--- config.mk ---
export PLATFORM = sky130hd
export DESIGN_NAME = cfg_stream_packer
export DESIGN_NICKNAME = d
export VERILOG_FILES = /design/src/rtl/cfg_pack_pkg.sv /design/src/rtl/cfg_pack_lanes.sv /design/src/rtl/cfg_pack_ctrl.sv /design/src/rtl/cfg_pack_counter.sv /design/src/rtl/cfg_stream_packer.sv
export SDC_FILE = /design/constraint.sdc
export NUM_CORES = 1
export LEC_CHECK = 0
export CELL_PAD_IN_SITES_DETAIL_PLACEMENT = 1
export CELL_PAD_IN_SITES_GLOBAL_PLACEMENT = 1
export CORE_MARGIN = 2
export CORE_UTILIZATION = 43
export CTS_CLUSTER_SIZE = 16
export DETAILED_ROUTE_END_ITERATION = 6
export DONT_BUFFER_PORTS = 1
export PLACE_DENSITY_LB_ADDON = 0.08
export SETUP_SLACK_MARGIN = 0.5
export SLEW_MARGIN = 20
export SYNTH_ARGS = -nofsm -noshare
export SYNTH_HDL_FRONTEND = slang
export SYNTH_SLANG_ARGS = --single-unit
--- constraint.sdc ---
create_clock -name clk -period 1.9 [get_ports clk]
set_input_delay 0.285 -clock clk [delete_from_list [all_inputs] [get_ports clk]]
set_output_delay 0.285 -clock clk [all_outputs]
set_load 0.02 [all_outputs]
--- src/rtl/cfg_pack_pkg.sv ---
package cfg_pack_pkg;
   typedef enum logic [1:0] {
      BUS_X8   = 2'd0,
      BUS_X16  = 2'd1,
      BUS_X32  = 2'd2,
      BUS_WIDE = 2'd3
   } bus_mode_e;
endpackage

--- src/rtl/cfg_pack_lanes.sv ---
// Byte lane assembly: writes accepted bytes into successive lanes.
module cfg_pack_lanes
   import cfg_pack_pkg::*;
#(
   parameter int LANE_W = 8,
   parameter int LANES  = 4,
   localparam int IDX_W = (LANES > 1) ? $clog2(LANES) : 1,
   localparam int WORD_W = LANE_W * LANES
)(
   input  logic              clk,
   input  logic              rst,
   input  logic [1:0]        mode,
   input  logic              take,
   input  logic              last_in,
   input  logic [LANE_W-1:0] byte_in,
   input  logic              flush,
   output logic              complete,
   output logic [WORD_W-1:0] word_o
);
   logic [IDX_W-1:0]  idx_q;
   logic [IDX_W-1:0]  top_idx;
   logic [LANE_W-1:0] lane_q [LANES];

   always_comb begin
      case (bus_mode_e'(mode))
         BUS_X8:  top_idx = '0;
         BUS_X16: top_idx = IDX_W'(1);
         default: top_idx = IDX_W'(LANES - 1);
      endcase
   end

   assign complete = take & ((idx_q == top_idx) | last_in);

   always_ff @(posedge clk) begin
      if (rst)
         idx_q <= '0;
      else if (take)
         idx_q <= complete ? '0 : idx_q + IDX_W'(1);
   end

   for (genvar g = 0; g < LANES; g++) begin : g_lane
      always_ff @(posedge clk) begin
         if (rst)
            lane_q[g] <= '0;
         else if (take && idx_q == IDX_W'(g))
            lane_q[g] <= byte_in;
         else if (flush)
            lane_q[g] <= '0;
      end
      assign word_o[g*LANE_W +: LANE_W] = lane_q[g];
   end
endmodule

--- src/rtl/cfg_pack_ctrl.sv ---
// Handshake control: full flag, ready-seen gate, done latch.
module cfg_pack_ctrl (
   input  logic clk,
   input  logic rst,
   input  logic in_valid,
   input  logic complete,
   input  logic out_ready,
   input  logic cfg_done,
   output logic in_ready,
   output logic out_valid,
   output logic take,
   output logic fire,
   output logic done_o
);
   logic full_q, seen_q, done_q;

   assign out_valid = full_q & seen_q & ~done_q;
   assign fire      = out_valid & out_ready;
   assign in_ready  = done_q | ~full_q | fire;
   assign take      = in_valid & in_ready & ~done_q;
   assign done_o    = done_q;

   always_ff @(posedge clk) begin
      if (rst) begin
         full_q <= 1'b0;
         seen_q <= 1'b0;
         done_q <= 1'b0;
      end else begin
         if (complete)
            full_q <= 1'b1;
         else if (fire)
            full_q <= 1'b0;
         if (out_ready)
            seen_q <= 1'b1;
         if (cfg_done)
            done_q <= 1'b1;
      end
   end
endmodule

--- src/rtl/cfg_pack_counter.sv ---
module cfg_pack_counter #(
   parameter int CNT_W = 32
)(
   input  logic             clk,
   input  logic             rst,
   input  logic             inc,
   output logic [CNT_W-1:0] count
);
   always_ff @(posedge clk) begin
      if (rst)
         count <= '0;
      else if (inc)
         count <= count + CNT_W'(1);
   end
endmodule

--- src/rtl/cfg_stream_packer.sv ---
module cfg_stream_packer #(
   parameter int LANE_W = 8,
   parameter int LANES  = 4,
   parameter int CNT_W  = 32,
   localparam int DATA_W = LANE_W * LANES
)(
   input  logic              clk,
   input  logic              rst,
   input  logic [1:0]        mode,
   input  logic [LANE_W-1:0] in_byte,
   input  logic              in_valid,
   input  logic              in_last,
   output logic              in_ready,
   output logic [DATA_W-1:0] out_data,
   output logic              out_valid,
   input  logic              out_ready,
   input  logic              cfg_done,
   output logic              done_o,
   output logic [CNT_W-1:0]  word_count
);
   if (LANES < 4) begin : g_bad_lanes
      $error("cfg_stream_packer: LANES must be at least 4");
   end
   if (LANE_W < 1) begin : g_bad_lane_w
      $error("cfg_stream_packer: LANE_W must be positive");
   end
   if (CNT_W < 1) begin : g_bad_cnt_w
      $error("cfg_stream_packer: CNT_W must be positive");
   end

   logic take, fire, complete;

   cfg_pack_ctrl u_ctrl (
      .clk       (clk),
      .rst       (rst),
      .in_valid  (in_valid),
      .complete  (complete),
      .out_ready (out_ready),
      .cfg_done  (cfg_done),
      .in_ready  (in_ready),
      .out_valid (out_valid),
      .take      (take),
      .fire      (fire),
      .done_o    (done_o)
   );

   cfg_pack_lanes #(.LANE_W(LANE_W), .LANES(LANES)) u_lanes (
      .clk      (clk),
      .rst      (rst),
      .mode     (mode),
      .take     (take),
      .last_in  (in_last),
      .byte_in  (in_byte),
      .flush    (fire),
      .complete (complete),
      .word_o   (out_data)
   );

   cfg_pack_counter #(.CNT_W(CNT_W)) u_count (
      .clk   (clk),
      .rst   (rst),
      .inc   (fire),
      .count (word_count)
   );
endmodule

==> run summary, run 1 <==
status - finished with violations
violated checks - negative setup slack
I/O pins - 83
# DRC - 0
cell chain of the critical path - nand4b_4, buf_6, buf_6, buf_6, buf_6, buf_6, buf_8, nand3_4
Syn Std Cell Area - 3110 um^2
Tcrit/Tclk final - 106.2%
clock transition at the registers of the reported paths - 0.09 ns
FP Rows - 31
die footprint - 7930 um^2
Critical Path Fanout Max - 6
Worst setup EP type - output port
P&R area growth vs syn - 45.86%
WP data arrival - 1.73 ns
vias after detailed routing - 2,719
multi-input logic area - 1773 um^2
biggest cell delay along the critical path - 0.35 ns
later-pin clock latency in the skew report - 0.35 ns
Pleak - 1.749 nW
Post-synth EDFFs - 32
Total Power - 3.232 mW
effective utilization at floorplan - 43.58%
unrepaired setup endpoints after global routing - true
maxcap violations - 0
CTS max path bufs - 2
Post-Place Cells - 429
YS warnings - 0
vias in the first global route - 2,731
grt ovf - 0
gr usage total - 24.25%
FF+latch count, synth - 69
Setup TNS - -3.669 ns
fillcell total - 744
first-pass GRT wire length - 14.37 mm
detailed placement HPWL - 5.829 mm
# diodes - 0
drt via density - 5.748
maximum vdd drop - 0.3353 mV
most frequent cells in the layout - 46 x buf_4, 32 x and2_1, 32 x edfxtp_1, 23 x dfxtp_1, 17 x buf_6
Non-Filler Instances - 473
initial antenna violation count - 0
root buf cell - clkbuf_8
# setup viols final - 48
nets@finish - 390
post-route ant nets - 0
Clock Sinks - 69
Hold Fails Final Rpt - 0
Crit-path slowest cell - dfxtp_4
layout cell share with drive strength beyond 1 - 44.92%
Yosys cell types - 34
syn_nets - 321
Core ar. - 7137 um^2
Seq/Total Area, Yosys - 54.71%
WP data required - 1.62 ns
f_max - 0.4957 GHz
ys flop type - dfxtp_1
CP Class - flip-flop to output port
placer's final routability congestion estimate - 0.8445
fin crit period - 2.018 ns
routed len/inst - 20.89 um
largest net degree at the start of global routing - 31
PwrDens - 712.3 nW/um^2
class of the worst hold path - primary input to flip-flop
die width - 89.05 um
Avg Synthesized Cell Area - 10.37 um^2
setup slack after layout - -0.1175 ns
nature of the critical path startpoint - flip-flop
most frequent CP cell - buf_6
Slew Limit Headroom - 54.23%
Initial DRT Pass Iterations - 4
commonest non-fill, non-tap cell in the layout - buf_4
clock buffer count from CTS - 9
initial DRC count - 90
worst clock skew - 0.01470 ns
Post-synth ARST share - 0%
measured slew at the worst slew-check pin - 0.6807 ns
Storage cell area - 1729 um^2
WL final - 9.881 mm
cell count after synthesis - 300
CTS tree - built
Max Slew Vio Count - 0
Clock H-tree levels - 3
IO Port Bufs - 0
DIE HEIGHT - 89.05 um
==> cell families after synthesis <==
logic type | Yosys count | share of synthesized area [%]
AO/OA/AOI/OAI | 52 | 10.26
XOR/XNOR | 9 | 2.534
AND/OR/NAND/NOR | 140 | 26.63
flip-flops | 69 | 54.71
buffers and inverters | 22 | 2.775
multiplexers | 3 | 1.086
adder cells (fa/ha/maj) | 5 | 2.011
==> critical path: cells and delay by family, from the launching register on <==
family | cells | cell delay (ns)
buf+inv | 6 | 0.69
flops | 1 | 0.35
simple gates | 2 | 0.32
==> final cells by class <==
cell class              count  area share [%]
repair buffers             70           14.15
multi-input cells         210           39.08
well taps                  99           2.730
inverters                   9           1.020
clock buffers               9           2.730
clock inverters             7           2.179
flip-flops and latches     69           38.11
==> final timing paths <==
path | end | slack (ns) | from | cells after the start
worst min register to register | u_count.count[13]$_SDFFE_PP0P_ | 0.55 | u_count.count[13]$_SDFFE_PP0P_ | 2
worst max register to register | u_count.count[30]$_SDFFE_PP0P_ | -0.11 | u_ctrl.done_o$_SDFFE_PP0P_ | 5
worst max-delay path | in_ready | -0.12 | u_ctrl.done_o$_SDFFE_PP0P_ | 8
worst min-delay path | u_ctrl.done_o$_SDFFE_PP0P_ | 0.06 | cfg_done | 2
==> cells in the mapped netlist (all sizes together), types with 4 or more instances <==
cell type	instances	area [um^2]
a21oi	24	120.1
nand3	9	45.04
clkbuf	9	33.78
buf	4	18.76
o31ai	15	112.6
edfxtp	32	960.9
and2	34	212.7
ha	5	62.56
or4	17	131.4
and4	4	35.03
nor3b	4	30.03
a21o	5	37.54
xnor2	6	52.55
nand2	18	67.56
inv	9	33.78
nand4	12	75.07
nor4	5	31.28
nor2	16	60.06
dfxtp	37	740.7
o21ai	5	25.02
or3	8	50.05
==> sequential cells by signal, summed over array words and instances (netlist names) <==
name and cells:
u_ctrl.done_o 1, u_lanes.lane_q 32, u_lanes.idx_q 2, u_ctrl.full_q 1, u_count.count 32, u_ctrl.seen_q 1
==> metal layers <==
layer	routed length, um	track usage, %
met5	0	0
met4	208	9.091
met2	5077	41.52
met3	572	8.957
met1	4023	27.73
==> per-stage QoR <==
step / setup slack, ns / hold slack, ns / utilization [%] / instance area [um^2]
after floorplan: -0.05329 / 0.3995 / - / 3231
after global routing: -0.1659 / 0.07887 / 63.57 / 4537
after global placement: -0.05004 / 0.3516 / 50.51 / 3605
after detailed placement: -0.07094 / 0.3533 / 50.51 / 3605
after CTS: -0.1034 / 0.1195 / 59.08 / 4217
final: -0.1175 / 0.06128 / 63.57 / 4537
==> repair_timing <==
action | CTS | global route
buffers inserted | 13 | 10
gates resized for setup | 53 | 58
hold endpoints to repair | 32 | 1
endpoints found under the setup margin | 93 | 100
cloned | 0 | 1
pin swaps | 21 | 19
hold buffers | 4 | 1
==> where the power goes <==
part	internal (mW)	switching (mW)	leakage (nW)
Combinational	0.0800	0.102	0.998
Sequential	1.60	0.0716	0.641
Clock	0.746	0.635	0.110
(Power assumes the default switching activity.)
==> inputs of run 2 (changes only) <==
==> constraint.sdc (replaced) <==
create_clock -name clk -period 1.9 [get_ports clk]
set_input_delay 0.285 -clock clk [delete_from_list [all_inputs] [get_ports clk]]
set_output_delay 0.285 -clock clk [all_outputs]
set_load 0.005 [all_outputs]
==> run summary, run 2 (same netlist as run 1, synthesis figures left out) <==
Pleak - 1.673 nW
# diodes - 0
vias after detailed routing - 2,640
Tcrit/Tclk final - 104.7%
nets@finish - 381
pre-CTS setup slack - -0.08668 ns
die width - 89.05 um
Hold Fails Final Rpt - 4
vias in the first global route - 2,761
post-route ant nets - 0
biggest cell delay along the critical path - 0.58 ns
placed inst area - 3492 um^2
nature of the critical path startpoint - flip-flop
gr usage total - 24.05%
maximum vdd drop - 0.3607 mV
Initial DRT Pass Iterations - 4
WP data arrival - 2.27 ns
commonest non-fill, non-tap cell in the layout - buf_4
Worst Path Buf+Inv - 1
FP Rows - 31
class of the worst hold path - primary input to flip-flop
drt via density - 5.690
detailed placement HPWL - 5.699 mm
worst hold margin - -0.009043 ns
fin crit period - 1.988 ns
CTS tree - built
later-pin clock latency in the skew report - 0.35 ns
layout cell share with drive strength beyond 1 - 49.59%
Final Cell Area - 4501 um^2
Worst setup EP type - flip-flop
violated checks - negative hold slack, negative setup slack
Clock Sinks - 69
largest net degree at the start of global routing - 46
effective utilization at floorplan - 43.58%
Top Registers - u_count.count x32, u_lanes.lane_q x32, u_lanes.idx_q x2
# setup viols final - 11
WP data required - 2.18 ns
status - finished with violations
CTS max path bufs - 2
most frequent cells in the layout - 38 x buf_4, 32 x edfxtp_1, 24 x and2_4, 24 x dfxtp_1, 20 x buf_6
initial antenna violation count - 0
maxcap violations - 0
first-pass GRT wire length - 14.32 mm
P&R area growth vs syn - 44.69%
worst clock skew - 0.01011 ns
Crit-path slowest cell - or4_4
Clock H-tree levels - 3
Slew Limit Headroom - 70.64%
Max Slew Vio Count - 0
WL final - 9.385 mm
I/O pins - 83
measured slew at the worst slew-check pin - 0.4391 ns
grt ovf - 0
f_max - 0.5029 GHz
cell chain of the critical path - nand4b_4, or4_4, buf_12, or4_1, a21oi_2
Critical Path Fanout Max - 16
clock transition at the registers of the reported paths - 0.08 ns
CP Class - flip-flop to flip-flop
Core ar. - 7137 um^2
DIE HEIGHT - 89.05 um
placer's final routability congestion estimate - 0.7331
Total Power - 3.381 mW
root buf cell - clkbuf_8
die footprint - 7930 um^2
CP delay by family, top - simple AND/OR/NAND/NOR gates
PwrDens - 751.2 nW/um^2
setup slack after layout - -0.08844 ns
Non-Filler Instances - 464
Hold-fix buffers, CTS - 1
# DRC - 0
Post-Place Cells - 421
IO Port Bufs - 0
clock buffer count from CTS - 9
routed len/inst - 20.23 um
unrepaired setup endpoints after global routing - true
fillcell total - 739
initial DRC count - 68
## run 2: cell types whose count changed in the layout (fill, tap and decap cells not counted), moves of 3 or more
| cell | delta |
|---|---|
| and2_1 | -22 |
| and2_4 | +22 |
| buf_4 | -8 |
| nor3b_2 | +4 |
| nor3b_4 | -4 |
| buf_6 | +3 |
| o31ai_1 | -3 |
| o31ai_4 | +3 |
| or4_1 | +3 |
| or4_4 | -3 |
## run 2: worst reg2reg max path: cells and delay by family, from the launching register on
kind                   cells  cell delay (ns)
flip-flops                 1             0.32
AO/OA/AOI/OAI              1             0.14
AND/OR/NAND/NOR            3             1.30
buffers and inverters      1             0.17
## run 2: area by class of cell
| class | count | area [um^2] | area share (%) |
|---|---|---|---|
| inverters | 9 | 36.28 | 0.8062 |
| flip-flops and latches | 69 | 1730 | 38.45 |
| well taps | 99 | 123.9 | 2.752 |
| multi-input cells | 210 | 1794 | 39.87 |
| clock buffers | 9 | 123.9 | 2.752 |
| repair buffers | 61 | 545.5 | 12.12 |
| clock inverters | 7 | 146.4 | 3.253 |
## run 2: power breakdown
group          switching, mW  internal [mW]
logic                 0.0725         0.0732
clock network          0.600           1.01
registers             0.0288           1.59
total                  0.702           2.68
## run 2: routing by layer
metal,global-route usage (%),part of all wire (%),vias up,wire [um]
met5,0,0,-,0
met4,9.498,1.9,0,183
met3,7.756,5.8,18,549
met2,42.74,52,76,4899
met1,26.65,40,1307,3752
li1,-,-,1239,-
## run 2: per-stage QoR
step	hold WS [ns]	util [%]	TNS (ns)
2_1_floorplan	0.4007	-	0
3_3_place_gp	0.3561	48.93	-0.1101
3_5_place_dp	0.3568	48.93	-0.3905
4_1_cts	-0.02491	60.20	-0.2052
5_1_grt	-0.03481	63.06	-2.100
6_report	-0.009043	63.06	-0.4646
## run 2: repair_timing
item | in CTS | in global routing
gates resized for setup | 97 | 41
setup buffers | 19 | 5
gates cloned | 2 | 0
pin swaps | 64 | 27
endpoints found under the setup margin | 91 | 102
endpoints found under the hold margin | 34 | 33
## run 2: final timing paths
check	endpoint	startpoint	slack, ns	cells after the start
max	u_count.count[24]$_SDFFE_PP0P_	u_ctrl.done_o$_SDFFE_PP0P_	-0.09	5
min	u_count.count[20]$_SDFFE_PP0P_	rst	-0.009	1
max reg2reg	u_count.count[24]$_SDFFE_PP0P_	u_ctrl.done_o$_SDFFE_PP0P_	-0.09	5
min reg2reg	u_lanes.idx_q[0]$_SDFFE_PP0P_	u_lanes.idx_q[0]$_SDFFE_PP0P_	0.51	2
==> inputs of run 3 (changes only) <==
ABC_AREA = 1   (was default)
CORE_UTILIZATION = 41   (was 43)
REMOVE_ABC_BUFFERS = 1   (was default)
==> run summary, run 3 <==
status - complete, no violations
layout cell share with drive strength beyond 1 - 35.79%
sequential share of power - 52.9%
Slew Limit Headroom - 57.33%
DIE HEIGHT - 93.18 um
Setup crit start - u_ctrl.done_o$_SDFFE_PP0P_
clock transition at the registers of the reported paths - 0.08 ns
CTS max path bufs - 2
Hold Path Depth - 2
Yosys top cell area share - 29.47%
placer's final routability congestion estimate - 0.7894
NetSw - 0.7927 mW
synth top area cells - edfxtp_1 29%, dfxtp_1 23%, nor2_1 10%, nand2_1 9.0%, inv_1 6.6%
cell count after synthesis - 400
RR Startpoint - u_ctrl.done_o$_SDFFE_PP0P_
FF+latch count, synth - 69
PwrDens - 714.2 nW/um^2
fin crit period - 1.542 ns
measured slew at the worst slew-check pin - 0.6379 ns
Post-synth ARST share - 0%
routed len/inst - 17.28 um
CTS tree - built
first-pass GRT wire length - 14.84 mm
Pleak - 1.690 nW
# setup viols final - 0
Syn Std Cell Area - 3261 um^2
Final Cell Area - 4287 um^2
maxcap violations - 0
Seq/Total Area, Yosys - 52.19%
unrepaired setup endpoints after global routing - true
top cells by count, synth - 90 x nor2_1, 78 x nand2_1, 57 x inv_1
Initial DRT Pass Iterations - 4
# DRC - 0
YS warnings - 0
switch share - 25.89%
maximum vdd drop - 0.4447 mV
die width - 93.18 um
largest net degree at the start of global routing - 22
WP data arrival - 1.60 ns
Clock Sinks - 69
initial DRC count - 62
pre-CTS setup slack - 0.1413 ns
Core ar. - 7727 um^2
root buf cell - clkbuf_8
Non-Filler Instances - 549
vias in the first global route - 2,951
most frequent cells in the layout - 64 x nand2_1, 55 x nor2_1, 53 x inv_1, 32 x edfxtp_1, 25 x nor2_4
WL final - 9.488 mm
P&R area growth vs syn - 31.47%
f_max - 0.6485 GHz
class of the worst hold path - primary input to flip-flop
Post-Place Cells - 508
Worst setup EP type - flip-flop
Top Registers - u_count.count x32, u_lanes.lane_q x32, u_lanes.idx_q x2
effective utilization at floorplan - 42.20%
vias after detailed routing - 2,835
later-pin clock latency in the skew report - 0.35 ns
FP Rows - 32
ys flop type - dfxtp_1
count leader, synth - nor2_1
Tcrit/Tclk final - 81.15%
commonest non-fill, non-tap cell in the layout - nand2_1
grt ovf - 0
I/O pins - 83
Synth area leader - edfxtp_1
clock share of power - 40.4%
cell internal pwr - 2.269 mW
setup slack after layout - 0.3581 ns
gr usage total - 22.01%
Setup TNS - 0 ns
Max Slew Vio Count - 0
Post-synth EDFFs - 32
worst clock skew - 0.01081 ns
clock buffer count from CTS - 9
CP Class - flip-flop to flip-flop
initial antenna violation count - 0
placed inst area - 3445 um^2
die footprint - 8683 um^2
detailed placement HPWL - 6.336 mm
nets@finish - 463
Yosys cell types - 26
nature of the critical path startpoint - flip-flop
IO Port Bufs - 0
WP data required - 1.96 ns
Hold Fails Final Rpt - 0
Critical Path Fanout Max - 8
Clock H-tree levels - 3
Hold Crit Start - out_ready
worst r2r path cells - 6
Avg Synthesized Cell Area - 8.152 um^2
# diodes - 0
Comb pwr share - 6.8%
drt via density - 5.164
post-route ant nets - 0
fillcell total - 912
==> run 3: cell types whose count changed after synthesis, moves of 11 or more <==
cell	delta
nor2_1	+74
or4_1	-16
nand2_1	+60
o21ai_0	+11
o31ai_1	-15
and2_1	-34
inv_1	+48
==> run 3: final cells by class <==
| cell class | count | area, um^2 | share of cell area (%) |
|---|---|---|---|
| sequential | 69 | 1760 | 41.07 |
| multi-input combinational | 268 | 1668 | 38.91 |
| timing repair buffer | 34 | 297.8 | 6.947 |
| inverter | 60 | 235.2 | 5.487 |
| tap | 102 | 127.6 | 2.977 |
| clock buffer | 9 | 123.9 | 2.890 |
| clock inverter | 7 | 73.82 | 1.722 |
==> run 3: final timing paths <==
check	end	slack [ns]
min	u_ctrl.seen_q$_SDFFE_PP0P_	0.06
max reg2reg	u_lanes.lane_q[0][6]$_SDFFCE_PP0P_	0.36
max	u_lanes.lane_q[0][6]$_SDFFCE_PP0P_	0.36
min reg2reg	u_count.count[13]$_SDFFE_PP0P_	0.48
==> run 3: per-layer routing <==
metal | part of all wire, % | vias to the layer above | global-route usage (%)
met2 | 52 | 78 | 39.13
met5 | 0 | - | 0
met1 | 42 | 1377 | 25.95
li1 | - | 1365 | -
met3 | 4.7 | 15 | 4.674
met4 | 1.1 | 0 | 8.456
==> run 3: power groups by stage <==
stage          clock network, mW  logic [mW]  registers (mW)
2_1_floorplan                  0      0.0876            1.66
3_3_place_gp                   0       0.123            1.66
3_5_place_dp                   0       0.130            1.67
4_1_cts                     1.26       0.164            1.63
5_1_grt                     1.33       0.225            1.63
6_report                    1.24       0.207            1.62
==> run 3: kinds of logic after synthesis <==
logic type,after synthesis,synth area share (%)
xor+xnor,5,1.343
buf+inv,63,7.406
fa+ha+maj,5,1.919
simple gates,221,31.31
flops,69,52.19
compound gates,37,5.833
==> run 3: repair_timing <==
| action | CTS | global route |
|---|---|---|
| gates resized for setup | 84 | 73 |
| setup endpoints to repair | 91 | 95 |
| endpoints found under the hold margin | 13 | 0 |
| hold buffers | 2 | 0 |
| buffers inserted | 13 | 10 |
| pin swaps | 23 | 30 |
==> run 3: critical path, cell delays in order (launching register included) <==
cell	delay (ns)
dfxtp_4	0.37
inv_4	0.07
nand4_4	0.14
nand2_4	0.12
nand3_4	0.19
o21ai_2	0.20
buf_6	0.16
==> run 3: metrics by stage <==
step / power (mW) / hold slack [ns] / utilization [%]
after floorplan: 1.743 / 0.3541 / -
final: 3.062 / 0.05823 / 55.47
after global placement: 1.785 / 0.3584 / 44.58
after detailed placement: 1.797 / 0.3583 / 44.58
after CTS: 3.059 / 0.04657 / 51.44
after global routing: 3.182 / 0.05450 / 55.47
